`src/rtl/rsc_pkg.sv`:
```
package rsc_pkg;

  typedef enum logic [1:0] {
    RSC_NONE = 2'b00,
    RSC_PASS = 2'b01,
    RSC_FAIL = 2'b10,
    RSC_SKIP = 2'b11
  } rsc_status_e;

  // Decide the result from the window hit, signature and zero-sum flags.
  function automatic rsc_status_e rsc_decide(input logic in_window,
                                             input logic has_sig,
                                             input logic sum_zero);
    if (in_window && !has_sig) return RSC_SKIP;
    if (sum_zero)              return RSC_PASS;
    return RSC_FAIL;
  endfunction

  // Next index of the byte counter, saturating at its top value.
  function automatic logic [1:0] rsc_idx_step(input logic [1:0] idx);
    return (idx == 2'd3) ? idx : idx + 2'd1;
  endfunction

endpackage

```
`src/rtl/rsc_accum.sv`:
```
module rsc_accum #(
  parameter int DATA_W = 8
) (
  input  logic              clk,
  input  logic              rst_n,
  input  logic              beat,
  input  logic              first,
  input  logic [DATA_W-1:0] data,
  output logic [DATA_W-1:0] sum_next,
  output logic              sum_zero
);
  logic [DATA_W-1:0] sum_q;

  // Sum including the byte of the current beat; a start byte restarts it.
  always_comb begin
    sum_next = first ? data : sum_q + data;
    sum_zero = (sum_next == '0);
  end

  always_ff @(posedge clk or negedge rst_n) begin
    if (!rst_n)    sum_q <= '0;
    else if (beat) sum_q <= sum_next;
  end
endmodule

```
`src/rtl/rsc_sig_detect.sv`:
```
module rsc_sig_detect #(
  parameter int                DATA_W = 8,
  parameter logic [DATA_W-1:0] SIG_LO = 8'h55,
  parameter logic [DATA_W-1:0] SIG_HI = 8'hAA
) (
  input  logic              clk,
  input  logic              rst_n,
  input  logic              beat,
  input  logic              first,
  input  logic [DATA_W-1:0] data,
  output logic              sig_next
);
  import rsc_pkg::*;

  logic [1:0] idx_q;      // bytes accepted since start, saturating
  logic       head_ok_q;  // first byte matched SIG_LO
  logic       sig_q;
  logic       second_byte;

  assign second_byte = !first && (idx_q == 2'd1);

  // Signature state after this beat; a start beat alone never has one.
  always_comb begin
    if (first)            sig_next = 1'b0;
    else if (second_byte) sig_next = head_ok_q && (data == SIG_HI);
    else                  sig_next = sig_q;
  end

  always_ff @(posedge clk or negedge rst_n) begin
    if (!rst_n) begin
      idx_q     <= 2'd0;
      head_ok_q <= 1'b0;
      sig_q     <= 1'b0;
    end else if (beat) begin
      sig_q <= sig_next;
      if (first) begin
        idx_q     <= 2'd1;
        head_ok_q <= (data == SIG_LO);
      end else begin
        idx_q <= rsc_idx_step(idx_q);
      end
    end
  end
endmodule

```
`src/rtl/rsc_addr_match.sv`:
```
module rsc_addr_match #(
  parameter int                    ADDR_W     = 32,
  parameter int                    MATCH_BITS = 20,
  parameter logic [MATCH_BITS-1:0] MATCH_VAL  = 20'hE0000
) (
  input  logic              clk,
  input  logic              rst_n,
  input  logic              beat,
  input  logic              first,
  input  logic [ADDR_W-1:0] addr,
  output logic              win_next,
  output logic              win_q
);
  logic addr_hit;

  generate
    if (MATCH_BITS >= ADDR_W) begin : g_full
      assign addr_hit = (MATCH_BITS'(addr) == MATCH_VAL);
    end else begin : g_low
      assign addr_hit = (addr[MATCH_BITS-1:0] == MATCH_VAL);
    end
  endgenerate

  // Address only counts on the start beat; later beats reuse the capture.
  assign win_next = first ? addr_hit : win_q;

  always_ff @(posedge clk or negedge rst_n) begin
    if (!rst_n)             win_q <= 1'b0;
    else if (beat && first) win_q <= addr_hit;
  end
endmodule

```
`src/rtl/rsc_verdict.sv`:
```
module rsc_verdict (
  input  logic       clk,
  input  logic       rst_n,
  input  logic       finish,
  input  logic       clear,
  input  logic       in_window,
  input  logic       has_sig,
  input  logic       sum_zero,
  output logic       done,
  output logic [1:0] status,
  output logic       sig_seen
);
  import rsc_pkg::*;

  rsc_status_e status_q;

  always_ff @(posedge clk or negedge rst_n) begin
    if (!rst_n) begin
      done     <= 1'b0;
      status_q <= RSC_NONE;
      sig_seen <= 1'b0;
    end else begin
      done <= finish;
      if (finish) begin
        status_q <= rsc_decide(in_window, has_sig, sum_zero);
        sig_seen <= has_sig;
      end else if (clear) begin
        status_q <= RSC_NONE;
        sig_seen <= 1'b0;
      end
    end
  end

  assign status = status_q;
endmodule

```
`src/rtl/rom_sum_check.sv`:
```
module rom_sum_check #(
  parameter int                    DATA_W     = 8,
  parameter int                    ADDR_W     = 32,
  parameter int                    MATCH_BITS = 20,
  parameter logic [MATCH_BITS-1:0] MATCH_VAL  = 20'hE0000,
  parameter logic [DATA_W-1:0]     SIG_LO     = 8'h55,
  parameter logic [DATA_W-1:0]     SIG_HI     = 8'hAA
) (
  input  logic              clk,
  input  logic              rst_n,
  input  logic              in_valid,
  input  logic              in_start,
  input  logic              in_last,
  input  logic [DATA_W-1:0] in_data,
  input  logic [ADDR_W-1:0] in_addr,
  output logic              done,
  output logic [1:0]        status,
  output logic              sig_seen
);
  // Named internal events, also observed by the bound checker.
  logic              beat_ok;
  logic              first_beat;
  logic              frame_open_q;
  logic              finish_beat;
  logic              clear_beat;
  logic [DATA_W-1:0] sum_next;
  logic              sum_zero;
  logic              sig_next;
  logic              win_next;
  logic              frame_in_window;

  assign beat_ok     = in_valid;
  assign first_beat  = beat_ok && in_start;
  assign finish_beat = beat_ok && in_last && (in_start || frame_open_q);
  assign clear_beat  = first_beat && !in_last;

  always_ff @(posedge clk or negedge rst_n) begin
    if (!rst_n)           frame_open_q <= 1'b0;
    else if (finish_beat) frame_open_q <= 1'b0;
    else if (first_beat)  frame_open_q <= 1'b1;
  end

  rsc_accum #(.DATA_W(DATA_W)) u_accum (
    .clk      (clk),
    .rst_n    (rst_n),
    .beat     (beat_ok),
    .first    (in_start),
    .data     (in_data),
    .sum_next (sum_next),
    .sum_zero (sum_zero)
  );

  rsc_sig_detect #(.DATA_W(DATA_W), .SIG_LO(SIG_LO), .SIG_HI(SIG_HI)) u_sig (
    .clk      (clk),
    .rst_n    (rst_n),
    .beat     (beat_ok),
    .first    (in_start),
    .data     (in_data),
    .sig_next (sig_next)
  );

  rsc_addr_match #(.ADDR_W(ADDR_W), .MATCH_BITS(MATCH_BITS), .MATCH_VAL(MATCH_VAL)) u_win (
    .clk      (clk),
    .rst_n    (rst_n),
    .beat     (beat_ok),
    .first    (in_start),
    .addr     (in_addr),
    .win_next (win_next),
    .win_q    (frame_in_window)
  );

  rsc_verdict u_verdict (
    .clk       (clk),
    .rst_n     (rst_n),
    .finish    (finish_beat),
    .clear     (clear_beat),
    .in_window (win_next),
    .has_sig   (sig_next),
    .sum_zero  (sum_zero),
    .done      (done),
    .status    (status),
    .sig_seen  (sig_seen)
  );
endmodule

```
`config.mk`:
```
export PLATFORM = sky130hd
export DESIGN_NAME = rom_sum_check
export DESIGN_NICKNAME = d
export VERILOG_FILES = /design/src/rtl/rsc_pkg.sv /design/src/rtl/rsc_accum.sv /design/src/rtl/rsc_sig_detect.sv /design/src/rtl/rsc_addr_match.sv /design/src/rtl/rsc_verdict.sv /design/src/rtl/rom_sum_check.sv
export SDC_FILE = /design/constraint.sdc
export NUM_CORES = 1
export LEC_CHECK = 0
export ABC_CLOCK_PERIOD_IN_PS = 7200
export BUFFER_PORTS_ARGS = -buffer_cell sky130_fd_sc_hd__buf_2
export CORE_MARGIN = 5
export CORE_UTILIZATION = 35
export DETAILED_ROUTE_END_ITERATION = 12
export GPL_TIMING_DRIVEN = 0
export MAX_ROUTING_LAYER = met4
export PLACE_DENSITY_LB_ADDON = 0.15
export RECOVER_POWER = 100
export SLEW_MARGIN = 20
export SYNTH_ARGS = -nofsm -noshare
export SYNTH_HDL_FRONTEND = slang
export SYNTH_SLANG_ARGS = --single-unit
```
`constraint.sdc`:
```
create_clock -name clk -period 7.2 [get_ports clk]
set_clock_uncertainty 0.2 [all_clocks]
set_input_delay 0.36 -clock clk [delete_from_list [all_inputs] [get_ports clk]]
set_output_delay 0.36 -clock clk [all_outputs]
set_load 0.02 [all_outputs]
```
**Yosys cells after proc, flatten, opt, wreduce, memory -nomap -nowiden**

Cells that the tools add are included.

- Register bits after elaboration: 18
- Bits of input ports: 45
- Output and inout port bits: 4
- Logic and storage cells: 54

- $add $sub $neg: 2
- Eq/ne operators: 6
- Mux-type cells: 21
- Reduce and logical (&&, ||, !) cells: 16

Operator list:

| cell | count |
|---|---|
| == test 20 bit, second input constant | 1 |
| 2-to-1 mux 2 bit | 8 |
| 2-to-1 mux 1 bit | 12 |
| adder 8 bit | 1 |
| == test 8 x 7 -> 1 bit, second input constant | 1 |
| == test 8 bit, second input constant | 1 |
| logical NOT 8 bit | 1 |
| 2-to-1 mux 8 bit | 1 |
| logical AND 1 bit | 7 |
| AND reduction 2 bit | 2 |
| nonzero test 2 bit | 2 |
| logical NOT 1 bit | 3 |
| adder 2 x 1 -> 2 bit, second input constant | 1 |
| == test 2 x 1 -> 1 bit, second input constant | 1 |
| == test 2 bit, second input constant | 1 |
| != test 2 bit, second input constant | 1 |
| logical OR 1 bit | 1 |

**Depth between registers and ports, before layout**

Gate-level depths: netlist of run 1.

- Depth in word-level cells: 13
- Gate-level depth with buffers: 8
- Gate-level depth less buffers: 8

**By module**

From an unflattened synthesis of run 1, not the netlist that was laid out.

- Cells, all modules: 156
- Area total of the unflattened synthesis: 1422.6 sq um

Modules (own cells, without submodules):

| module | instances | cells an instance | area each (sq um) | seq. area each (sq um) |
|---|---|---|---|---|
| rsc_accum | 1 | 95 | 815.8 | 200.2 |
| rsc_sig_detect | 1 | 28 | 284.0 | 100.1 |
| rsc_verdict | 1 | 13 | 158.9 | 100.1 |
| rsc_addr_match | 1 | 14 | 111.4 | 25.0 |
| rom_sum_check | 1 | 6 | 52.6 | 25.0 |

**Least setup slack after synthesis of run 1**

No wires, ideal clock.

- Path type: in2reg
- From: in in_data[0]
- To: reg u_verdict.status_q[0] (netlist: u_verdict.status[0])
- Library setup time: 0.077 ns
- Arrival time: 2.194 ns
- Setup slack: 4.729 ns
- Stages: 8
- Cell sequence: ha_1 fa_1 a211oi_2 o21ai_0 o211ai_2 o2111ai_1 or4_1 a21oi_1

- Longest elaborated chain between the ends: 10

RTL lines:

| element | line | text |
|---|---|---|
| start, declared | rom_sum_check.sv:14 | `input logic [DATA_W-1:0] in_data,` |
| parallel branches: the longest is 8 deep, another holds adder 8 bit | - |  |
| 2-to-1 mux 2 bit * | rsc_pkg.sv:15 | `if (sum_zero) return RSC_PASS;` |
| 2-to-1 mux 2 bit * | rsc_verdict.sv:24 | `if (finish) begin` |
| end signal, assigned | rsc_verdict.sv:25 | `status_q <= rsc_decide(in_window, has_sig, sum_zero);` |
| end, declared | rsc_verdict.sv:15 | `rsc_status_e status_q;` |

Every way passes the cells marked *. The select of a mux whose other input is x is not followed.
A chain may end at the register's enable or synchronous reset.

**Worst setup path after layout of run 1**

- From: reg u_accum.sum_q[0]
- To: reg u_verdict.status_q[0] (netlist: u_verdict.status[0])

- Longest elaborated chain between the ends: 9

RTL lines:

| element | line | text |
|---|---|---|
| start, declared | rsc_accum.sv:12 | `logic [DATA_W-1:0] sum_q;` |
| start signal, assigned | rsc_accum.sv:22 | `else if (beat) sum_q <= sum_next;` |
| adder 8 bit * | rsc_accum.sv:16 | `sum_next = first ? data : sum_q + data;` |
| 2-to-1 mux 8 bit * | rsc_accum.sv:16 |  |
| logical NOT 8 bit * | rsc_accum.sv:17 | `sum_zero = (sum_next == '0);` |
| 2-to-1 mux 1 bit (2 in series) | rsc_pkg.sv:15 |  |
| 2-to-1 mux 1 bit | rsc_verdict.sv:24 |  |
| 2-to-1 mux 2 bit * | rsc_pkg.sv:16 | `return RSC_FAIL;` |
| 2-to-1 mux 2 bit * | rsc_pkg.sv:15 |  |
| 2-to-1 mux 2 bit * | rsc_verdict.sv:24 |  |

Mark *: on every way between the ends. The rest lies on a longest branch, timed or not. The select of a mux whose other input is x is not followed.

==> results of run 1 <==
==> metal layers <==
metal,vias up,track usage (%),routed length (µm)
met5,-,-,0
met4,0,3.76,49
met3,7,3.23,346
met2,53,23.3,1640
met1,620,18.3,1560
li1,643,-,-
==> cell families after synthesis <==
group	count (synthesis)	synth area share, %
compound gates	42	20.9
xor+xnor	3	1.99
fa+ha+maj	10	10.1
buf+inv	11	3.22
flops	18	34.2
mux	7	5.60
simple gates	59	24.1
==> final cells by class <==
type | instances | area share [%]
Inverter | 5 | 1.17
Timing Repair Buffer | 36 | 11.1
Clock buffer | 4 | 3.44
Tap cell | 48 | 3.75
Sequential cell | 18 | 28.1
Multi-Input combinational cell | 121 | 51.0
Buffer | 6 | 1.41
==> registers in the layout (all words and copies together) (netlist names) <==
register and cells:
u_verdict.done 1, u_win.win_q 1, u_accum.sum_q 8, u_sig.sig_q 1, u_verdict.status 2, u_sig.head_ok_q 1, frame_open_q 1, u_verdict.sig_seen 1
u_sig.idx_q 2
==> power breakdown <==
| part | switching, mW | internal (mW) | total [mW] |
|---|---|---|---|
| combinational | 0.0805 | 0.0631 | 0.144 |
| sequential | 0.0142 | 0.118 | 0.132 |
| clock | 0.0358 | 0.0486 | 0.0844 |
==> synthesized netlist by cell type, drive strengths merged <==
cell type  count
a211oi         3
a21oi         18
a221oi         1
a31oi          1
and4b          1
buf            2
clkbuf         4
dfrtp         18
fa             1
ha             9
inv            5
mux2           3
mux2i          4
nand2         13
nand2b         1
nand4b         2
nor2          18
nor2b          2
nor3           3
nor3b          5
nor4           7
nor4b          1
nor4bb         2
o2111ai        1
o211ai         5
o21a           2
o21ai          5
o21bai         1
o221ai         1
o22ai          3
o311a          1
or3            2
or4            1
or4b           1
xnor2          3
==> path summary, 6_finish.rpt <==
kind / startpoint / depth (start not counted) / endpoint / slack [ns]
min in group asynchronous: rst_n / 2 / u_verdict.status[0] / 0.62
min reg2reg: u_accum.sum_q[3] / 1 / u_accum.sum_q[3] / 0.29
min: in_last / 2 / frame_open_q / 0.09
max reg2reg: u_accum.sum_q[0] / 8 / u_verdict.status[0] / 4.24
max: u_accum.sum_q[0] / 8 / u_verdict.status[0] / 4.24
max in group asynchronous: rst_n / 2 / u_sig.idx_q[1] / 5.53
==> flow_metrics.env, run 1 <==
export IMPL_cts_buffers=3
export IMPL_synth_top_area_share_pct=34.2
export IMPL_critical_path_max_fanout=4
export IMPL_cp_start_kind="flip-flop"
export IMPL_cts_hold_buf=1
export IMPL_tritoncts="done"
export IMPL_antenna_found_initial=0
export IMPL_leakage_nw=0.678
export IMPL_dp_cells=233
export IMPL_instances_no_fill=238
export IMPL_worstPathRequired_ns=7.18
export IMPL_ys_top_cells_by_area="dfrtp_1 (34%), ha_1 (8.5%), a21oi_1 (6.8%)"
export IMPL_cp_top_family="compound AO/OA/AOI/OAI gates"
export IMPL_postRouteAntennaNets=0
export IMPL_layout_common_cells="buf_2 (29), a21oi_1 (18), nor2_1 (18), dfrtp_1 (18), nand2_1 (13)"
export IMPL_io_buffers=35
export IMPL_place_hpwl_um=2830
export IMPL_fillCellCount=376
export IMPL_power_density_nw_per_um2=225
export IMPL_postSynthCellCount=150
export IMPL_multiInputGateArea_um2=816
export IMPL_die_x_um=71.4
export IMPL_hold_ws_ns=0.0946
export IMPL_path_clk_slew_ns=0.07
export IMPL_pin_count=49
export IMPL_maxCapViolations=0
export IMPL_status="finished, final reports clean"
export IMPL_crit_type="flip-flop to flip-flop"
export IMPL_initial_core_util_pct=36.0
export IMPL_final_common_cell="buf_2"
export IMPL_setup_violations=0
export IMPL_num_rows=22
export IMPL_grt_pass1_vias=1268
export IMPL_regArea_um2=450
export IMPL_first_pass_iters=5
export IMPL_yosys_register_bits=18
export IMPL_dp_slack_ns=4.31
export IMPL_cp_cell_sequence="ha_1 > fa_1 > a211oi_1 > o21ai_0 > o211ai_2 > o2111ai_1 > or4_1 > a21oi_1"
export IMPL_critical_path_max_stage_delay_ns=0.53
export IMPL_slowest_stage="or4_1"
export IMPL_yosys_area_top_type="dfrtp_1"
export IMPL_cts_repair_resized=0
export IMPL_yosysWarnings=0
export IMPL_yosysUniqueCellTypes=38
export IMPL_gp_congestion=0.927
export IMPL_nets=246
export IMPL_critPathArrivalTime_ns=2.94
export IMPL_die_h_um=71.4
export IMPL_grt_usage_pct=14.5
export IMPL_antennaDiodeCount=0
export IMPL_overflow=0
export IMPL_slew_headroom_pct=27.8
export IMPL_fin_crit_sh_pct=41.1
export IMPL_path_buf_inv=0
export IMPL_vias_per_cell=5.56
export IMPL_area_delta_synth_final_pct=21.3
export IMPL_drc=0
export IMPL_hold_violations=0
export IMPL_cts_root_buf="clkbuf_8"
export IMPL_die_area_um2=5100
export IMPL_syn_nets=205
export IMPL_grt_max_degree=19
export IMPL_synth_area_um2=1320
export IMPL_grt_pass1_wl_um=5800
export IMPL_hold_path_class="input port to flip-flop"
export IMPL_wl_per_cell_um=15.1
export IMPL_endpoint_kind="flip-flop"
export IMPL_power_total_mw=0.360
export IMPL_drtIter0Drc=56
export IMPL_tns_ns=0
export IMPL_htree_num_levels=1
export IMPL_worst_slack_ns=4.24
export IMPL_peakVddDrop_mv=0.0760
export IMPL_placed_area_um2=1550
export IMPL_wl_um=3590
export IMPL_post_cts_buffers=0
export IMPL_max_freq_mhz=338
export IMPL_syn_area_per_cell_um2=8.79
export IMPL_postLayoutCellArea_um2=1600
export IMPL_cts_max_path_buffers=2
export IMPL_min_period_ns=2.96
export IMPL_core_um2=3660
export IMPL_finish_utilization_pct=43.7
export IMPL_rsz0062_at_grt="false"
export IMPL_vias=1323
export IMPL_worstMarginPinSlew_ns=1.08
export IMPL_yosysSeqAreaShare_pct=34.2
export IMPL_slew_violations=0
export IMPL_clock_latency_ns=0.25
export IMPL_layout_drive_gt1_share_pct=20.0
export IMPL_clkSinkCount=18
Power figures use the tool's default switching activity.
==> run 2: changes to the inputs <==
--- a/config.mk
+++ b/config.mk
@@ -5,7 +5,7 @@
 export SDC_FILE = /design/constraint.sdc
 export NUM_CORES = 1
 export LEC_CHECK = 0
-export ABC_CLOCK_PERIOD_IN_PS = 7200
+export ABC_CLOCK_PERIOD_IN_PS = 2700
 export BUFFER_PORTS_ARGS = -buffer_cell sky130_fd_sc_hd__buf_2
 export CORE_MARGIN = 5
 export CORE_UTILIZATION = 35
==> constraint.sdc (replaced) <==
create_clock -name clk -period 2.7 [get_ports clk]
set_clock_uncertainty 0.2 [all_clocks]
set_input_delay 0.135 -clock clk [delete_from_list [all_inputs] [get_ports clk]]
set_output_delay 0.135 -clock clk [all_outputs]
set_load 0.02 [all_outputs]
==> flow_metrics.env, run 2 (same netlist as run 1, synthesis figures left out) <==
export IMPL_status="finished, final reports clean"
export IMPL_crit_type="flip-flop to flip-flop"
export IMPL_largest_reg_flops=8
export IMPL_cts_max_path_buffers=2
export IMPL_path_clk_slew_ns=0.07
export IMPL_slew_violations=0
export IMPL_area_delta_synth_final_pct=27.1
export IMPL_htree_num_levels=1
export IMPL_wl_per_cell_um=14.9
export IMPL_grt_pass1_vias=1277
export IMPL_rsz0062_at_grt="false"
export IMPL_finish_utilization_pct=45.8
export IMPL_io_buffers=35
export IMPL_grt_usage_pct=14.6
export IMPL_grt_pass1_wl_um=5870
export IMPL_met3_usage_pct=3.23
export IMPL_layout_drive_gt1_share_pct=25.0
export IMPL_r2r_setup_slack_ns=0.08
export IMPL_initial_core_util_pct=36.0
export IMPL_grt_max_degree=19
export IMPL_worst_setup_path_endpoint="u_verdict.status[0]"
export IMPL_place_hpwl_um=2830
export IMPL_startpoint="u_accum.sum_q[0]"
export IMPL_dp_slack_ns=-0.0485
export IMPL_largest_register="u_accum.sum_q"
export IMPL_overflow=0
export IMPL_tritoncts="done"
export IMPL_maxCapViolations=0
export IMPL_power_density_nw_per_um2=598
export IMPL_num_rows=22
export IMPL_postLayoutCellArea_um2=1680
export IMPL_leakage_nw=0.698
export IMPL_vias=1335
export IMPL_gp_congestion=0.927
export IMPL_clkSinkCount=18
export IMPL_fin_crit_sh_pct=97.0
export IMPL_grtUsageMet2_pct=23.5
export IMPL_grt_use_met1_pct=18.6
export IMPL_pin_count=49
export IMPL_r2r_end="u_verdict.status[0]"
export IMPL_pwr_share_comb_pct=42.2
export IMPL_postRouteAntennaNets=0
export IMPL_setup_violations=0
export IMPL_seqPwrFrac_pct=35.4
export IMPL_placed_area_um2=1550
export IMPL_cts_root_buf="clkbuf_8"
export IMPL_layout_common_cells="buf_2 (30), nor2_1 (18), dfrtp_1 (18)"
export IMPL_critical_path_max_fanout=4
export IMPL_nets=248
export IMPL_rr_worst_depth=8
export IMPL_vias_per_cell=5.56
export IMPL_die_area_um2=5100
export IMPL_tns_ns=0
export IMPL_peakVddDrop_mv=0.208
export IMPL_hold_violations=0
export IMPL_p_sw_share_pct=36.6
export IMPL_final_common_cell="buf_2"
export IMPL_slew_headroom_pct=26.9
export IMPL_cp_start_kind="flip-flop"
export IMPL_grt_busiest_layer="met2"
export IMPL_die_x_um=71.4
export IMPL_instances_no_fill=240
export IMPL_worstMarginPinSlew_ns=1.10
export IMPL_p_switching_mw=0.366
export IMPL_regToRegStartpoint="u_accum.sum_q[0]"
export IMPL_endpoint_kind="flip-flop"
export IMPL_fillCellCount=365
export IMPL_internal_power_mw=0.636
export IMPL_min_from="in_data[7]"
export IMPL_dp_cells=233
export IMPL_antenna_found_initial=0
export IMPL_first_pass_iters=4
export IMPL_power_frac_clock_pct=22.4
export IMPL_antennaDiodeCount=0
export IMPL_min_period_ns=2.62
export IMPL_core_um2=3660
export IMPL_cts_buffers=3
export IMPL_worstPathRequired_ns=2.69
export IMPL_worst_slack_ns=0.0819
export IMPL_die_h_um=71.4
export IMPL_hold_path_class="input port to flip-flop"
export IMPL_max_freq_mhz=382
export IMPL_clock_latency_ns=0.25
export IMPL_drtIter0Drc=66
export IMPL_wl_um=3580
export IMPL_critPathArrivalTime_ns=2.61
export IMPL_drc=0
==> run 2: cell types whose count changed in the layout (fill, tap and decap cells not counted), sizes merged <==
| cell | previous run | this run |
|---|---|---|
| clkbuf | 16 | 15 |
| dlygate4sd3 | 1 | 2 |
| buf | 29 | 31 |
==> run 2: metal layers <==
metal / routed length [µm] / share of wire [%]
met4: 58 / 1.6
met5: 0 / 0
met3: 345 / 9.6
met2: 1630 / 46
met1: 1550 / 43
==> run 2: layout make-up <==
cell class	count	area, µm²	share of cell area (%)
buffer	6	23.8	1.42
inverter	5	18.8	1.12
sequential	18	450	26.9
timing repair buffer	38	195	11.6
multi-input combinational	121	873	52.1
tap	48	60.1	3.58
clock buffer	4	55.1	3.28
==> run 2: per-stage QoR <==
stage | power [mW] | hold WS [ns]
final | 1.00 | 0.0290
after global routing | 1.07 | 0.0712
after CTS | 0.993 | 0.0283
after detailed placement | 0.749 | -0.0944
after global placement | 0.736 | -0.103
after floorplan | 0.640 | -0.361
==> run 2: power groups by stage <==
stage / logic (mW) / registers [mW] / clock network [mW]
CTS: 0.409 / 0.353 / 0.231
floorplan: 0.284 / 0.355 / 0
detailed placement: 0.392 / 0.357 / 0
global route: 0.473 / 0.360 / 0.242
global placement: 0.381 / 0.355 / 0
finish: 0.423 / 0.354 / 0.225
==> run 2: how the worst min path moves through the flow <==
stage	end	slack (ns)	depth (start not counted)
floorplan	frame_open_q	-0.36	0
global placement	u_verdict.done	-0.10	1
detailed placement	u_verdict.status[1]	-0.09	1
CTS	u_sig.head_ok_q	0.03	4
global route	u_sig.head_ok_q	0.07	4
finish	u_sig.head_ok_q	0.03	4
==> run 2: what timing repair did <==
| action | CTS | global route |
|---|---|---|
| buffers inserted | 0 | 1 |
| hold buffers | 2 | 0 |
| setup endpoints to repair | 1 | 2 |
| endpoints found under the hold margin | 19 | 0 |
| pin swaps | 1 | 5 |
| gates resized for setup | 4 | 6 |
==> run 2: worst max-delay path, cell delays in order (launching register included) <==
cell and delay, ns:
dfrtp_1 0.42, ha_4 0.19, fa_2 0.42, a211oi_4 0.29, o311a_2 0.20, or3_1 0.14, o211ai_1 0.11, or4_4 0.44
a21oi_2 0.14
==> run 3: changes to the inputs <==
--- a/config.mk
+++ b/config.mk
@@ -5,7 +5,7 @@
 export SDC_FILE = /design/constraint.sdc
 export NUM_CORES = 1
 export LEC_CHECK = 0
-export ABC_CLOCK_PERIOD_IN_PS = 2700
+export ABC_CLOCK_PERIOD_IN_PS = 3100
 export BUFFER_PORTS_ARGS = -buffer_cell sky130_fd_sc_hd__buf_2
 export CORE_MARGIN = 5
 export CORE_UTILIZATION = 35
==> constraint.sdc (replaced) <==
create_clock -name clk -period 3.1 [get_ports clk]
set_clock_uncertainty 0.2 [all_clocks]
set_input_delay 0.155 -clock clk [delete_from_list [all_inputs] [get_ports clk]]
set_output_delay 0.155 -clock clk [all_outputs]
set_load 0.02 [all_outputs]
==> flow_metrics.env, run 3 (same netlist as run 1, synthesis figures left out) <==
export IMPL_status="finished, final reports clean"
export IMPL_post_cts_buffers=0
export IMPL_wl_per_cell_um=15.1
export IMPL_layout_drive_gt1_share_pct=20.4
export IMPL_cts_root_buf="clkbuf_8"
export IMPL_grt_max_degree=19
export IMPL_vias_per_cell=5.46
export IMPL_overflow=0
export IMPL_peakVddDrop_mv=0.183
export IMPL_slowest_stage="or4_1"
export IMPL_cp_start_kind="flip-flop"
export IMPL_tns_ns=0
export IMPL_postLayoutCellArea_um2=1620
export IMPL_core_um2=3660
export IMPL_die_area_um2=5100
export IMPL_worstPathRequired_ns=3.08
export IMPL_dp_slack_ns=0.352
export IMPL_gp_congestion=0.927
export IMPL_hold_violations=0
export IMPL_finish_utilization_pct=44.1
export IMPL_power_density_nw_per_um2=521
export IMPL_path_clk_slew_ns=0.07
export IMPL_antennaDiodeCount=0
export IMPL_r2r_setup_slack_ns=0.31
export IMPL_min_period_ns=2.79
export IMPL_die_x_um=71.4
export IMPL_htree_num_levels=1
export IMPL_tritoncts="done"
export IMPL_largest_reg_flops=8
export IMPL_cp_cell_sequence="ha_1 > fa_1 > a211oi_2 > o21ai_0 > o211ai_2 > o2111ai_1 > or4_1 > a21oi_1"
export IMPL_hold_path_class="input port to flip-flop"
export IMPL_clock_latency_ns=0.25
export IMPL_layout_common_cells="buf_2 (29), a21oi_1 (18), nor2_1 (18), dfrtp_1 (18), nand2_1 (13)"
export IMPL_final_common_cell="buf_2"
export IMPL_slew_violations=0
export IMPL_die_h_um=71.4
export IMPL_crit_type="flip-flop to flip-flop"
export IMPL_largest_register="u_accum.sum_q"
export IMPL_rsz0062_at_grt="false"
export IMPL_maxCapViolations=0
export IMPL_placed_area_um2=1550
export IMPL_cts_repair_resized=0
export IMPL_io_buffers=35
export IMPL_nets=247
export IMPL_initial_core_util_pct=36.0
export IMPL_clkSinkCount=18
export IMPL_rr_worst_depth=8
export IMPL_num_rows=22
export IMPL_worst_slack_ns=0.311
export IMPL_antenna_found_initial=0
export IMPL_critical_path_max_fanout=4
export IMPL_min_path_cells=4
export IMPL_drtIter0Drc=69
export IMPL_fin_crit_sh_pct=90.0
export IMPL_first_pass_iters=4
export IMPL_whs_endpoint="u_sig.head_ok_q"
export IMPL_leakage_nw=0.683
export IMPL_vias=1304
export IMPL_drc=0
export IMPL_grt_pass1_vias=1273
export IMPL_max_freq_mhz=359
export IMPL_grt_pass1_wl_um=5840
export IMPL_pin_count=49
export IMPL_hold_ws_ns=0.0513
export IMPL_critPathArrivalTime_ns=2.77
export IMPL_min_from="in_data[7]"
export IMPL_slew_headroom_pct=27.6
export IMPL_cts_max_path_buffers=2
export IMPL_regToRegStartpoint="u_accum.sum_q[0]"
export IMPL_cts_hold_buf=2
export IMPL_postRouteAntennaNets=0
export IMPL_critical_path_max_stage_delay_ns=0.53
export IMPL_grt_usage_pct=14.5
export IMPL_endpoint_kind="flip-flop"
export IMPL_worstMarginPinSlew_ns=1.09
export IMPL_cts_buffers=3
export IMPL_place_hpwl_um=2830
export IMPL_area_delta_synth_final_pct=22.5
export IMPL_setup_violations=0
export IMPL_r2r_end="u_verdict.status[0]"
export IMPL_wl_um=3600
-- run 3: routing by layer --
layer  share of wire, %  wire length [µm]  global-route usage [%]
met1                 45              1630                    18.5
met2                 47              1680                    23.4
met3                7.5               269                    3.23
met4               0.83                30                    3.76
met5                  0                 0                       -
-- run 3: metrics by stage --
stage	cells	total power, mW
after global placement	233	0.641
final	239	0.842
after global routing	239	0.901
after floorplan	150	0.557
after detailed placement	233	0.652
after CTS	239	0.852
-- run 3: power breakdown --
group          leakage [nW]  switching, mW  total, mW  internal (mW)
clock network        0.0288         0.0836      0.196          0.113
registers             0.219         0.0327      0.307          0.275
logic                 0.435          0.189      0.339          0.149
total                 0.683          0.306      0.842          0.537
-- run 3: worst max-delay path, delay by kind of cell, from the launching register on --
kind / cells / cell delay [ns]
adders and majority gates: 2 / 0.66
and+or+nand+nor: 1 / 0.53
DFF: 1 / 0.39
AOI/OAI and AO/OA: 5 / 0.93
-- run 3: final cells by class --
type / instances / area (µm²)
Fill cell: 374 / 2050
Multi-Input combinational cell: 121 / 821
Sequential cell: 18 / 450
Timing Repair Buffer: 37 / 188
Tap cell: 48 / 60.1
Clock buffer: 4 / 55.1
Buffer: 6 / 22.5
Inverter: 5 / 18.8
-- run 3: worst max-delay path by stage --
| stage | from | cells past startpoint | to |
|---|---|---|---|
| 3_3_place_gp | u_accum.sum_q[0] | 8 | u_verdict.status[0] |
| 4_1_cts | u_accum.sum_q[0] | 8 | u_verdict.status[0] |
| 2_1_floorplan | u_accum.sum_q[0] | 8 | u_verdict.status[0] |
| 6_report | u_accum.sum_q[0] | 8 | u_verdict.status[0] |
| 3_5_place_dp | u_accum.sum_q[0] | 8 | u_verdict.status[0] |
| 5_1_grt | u_accum.sum_q[1] | 7 | u_verdict.status[0] |
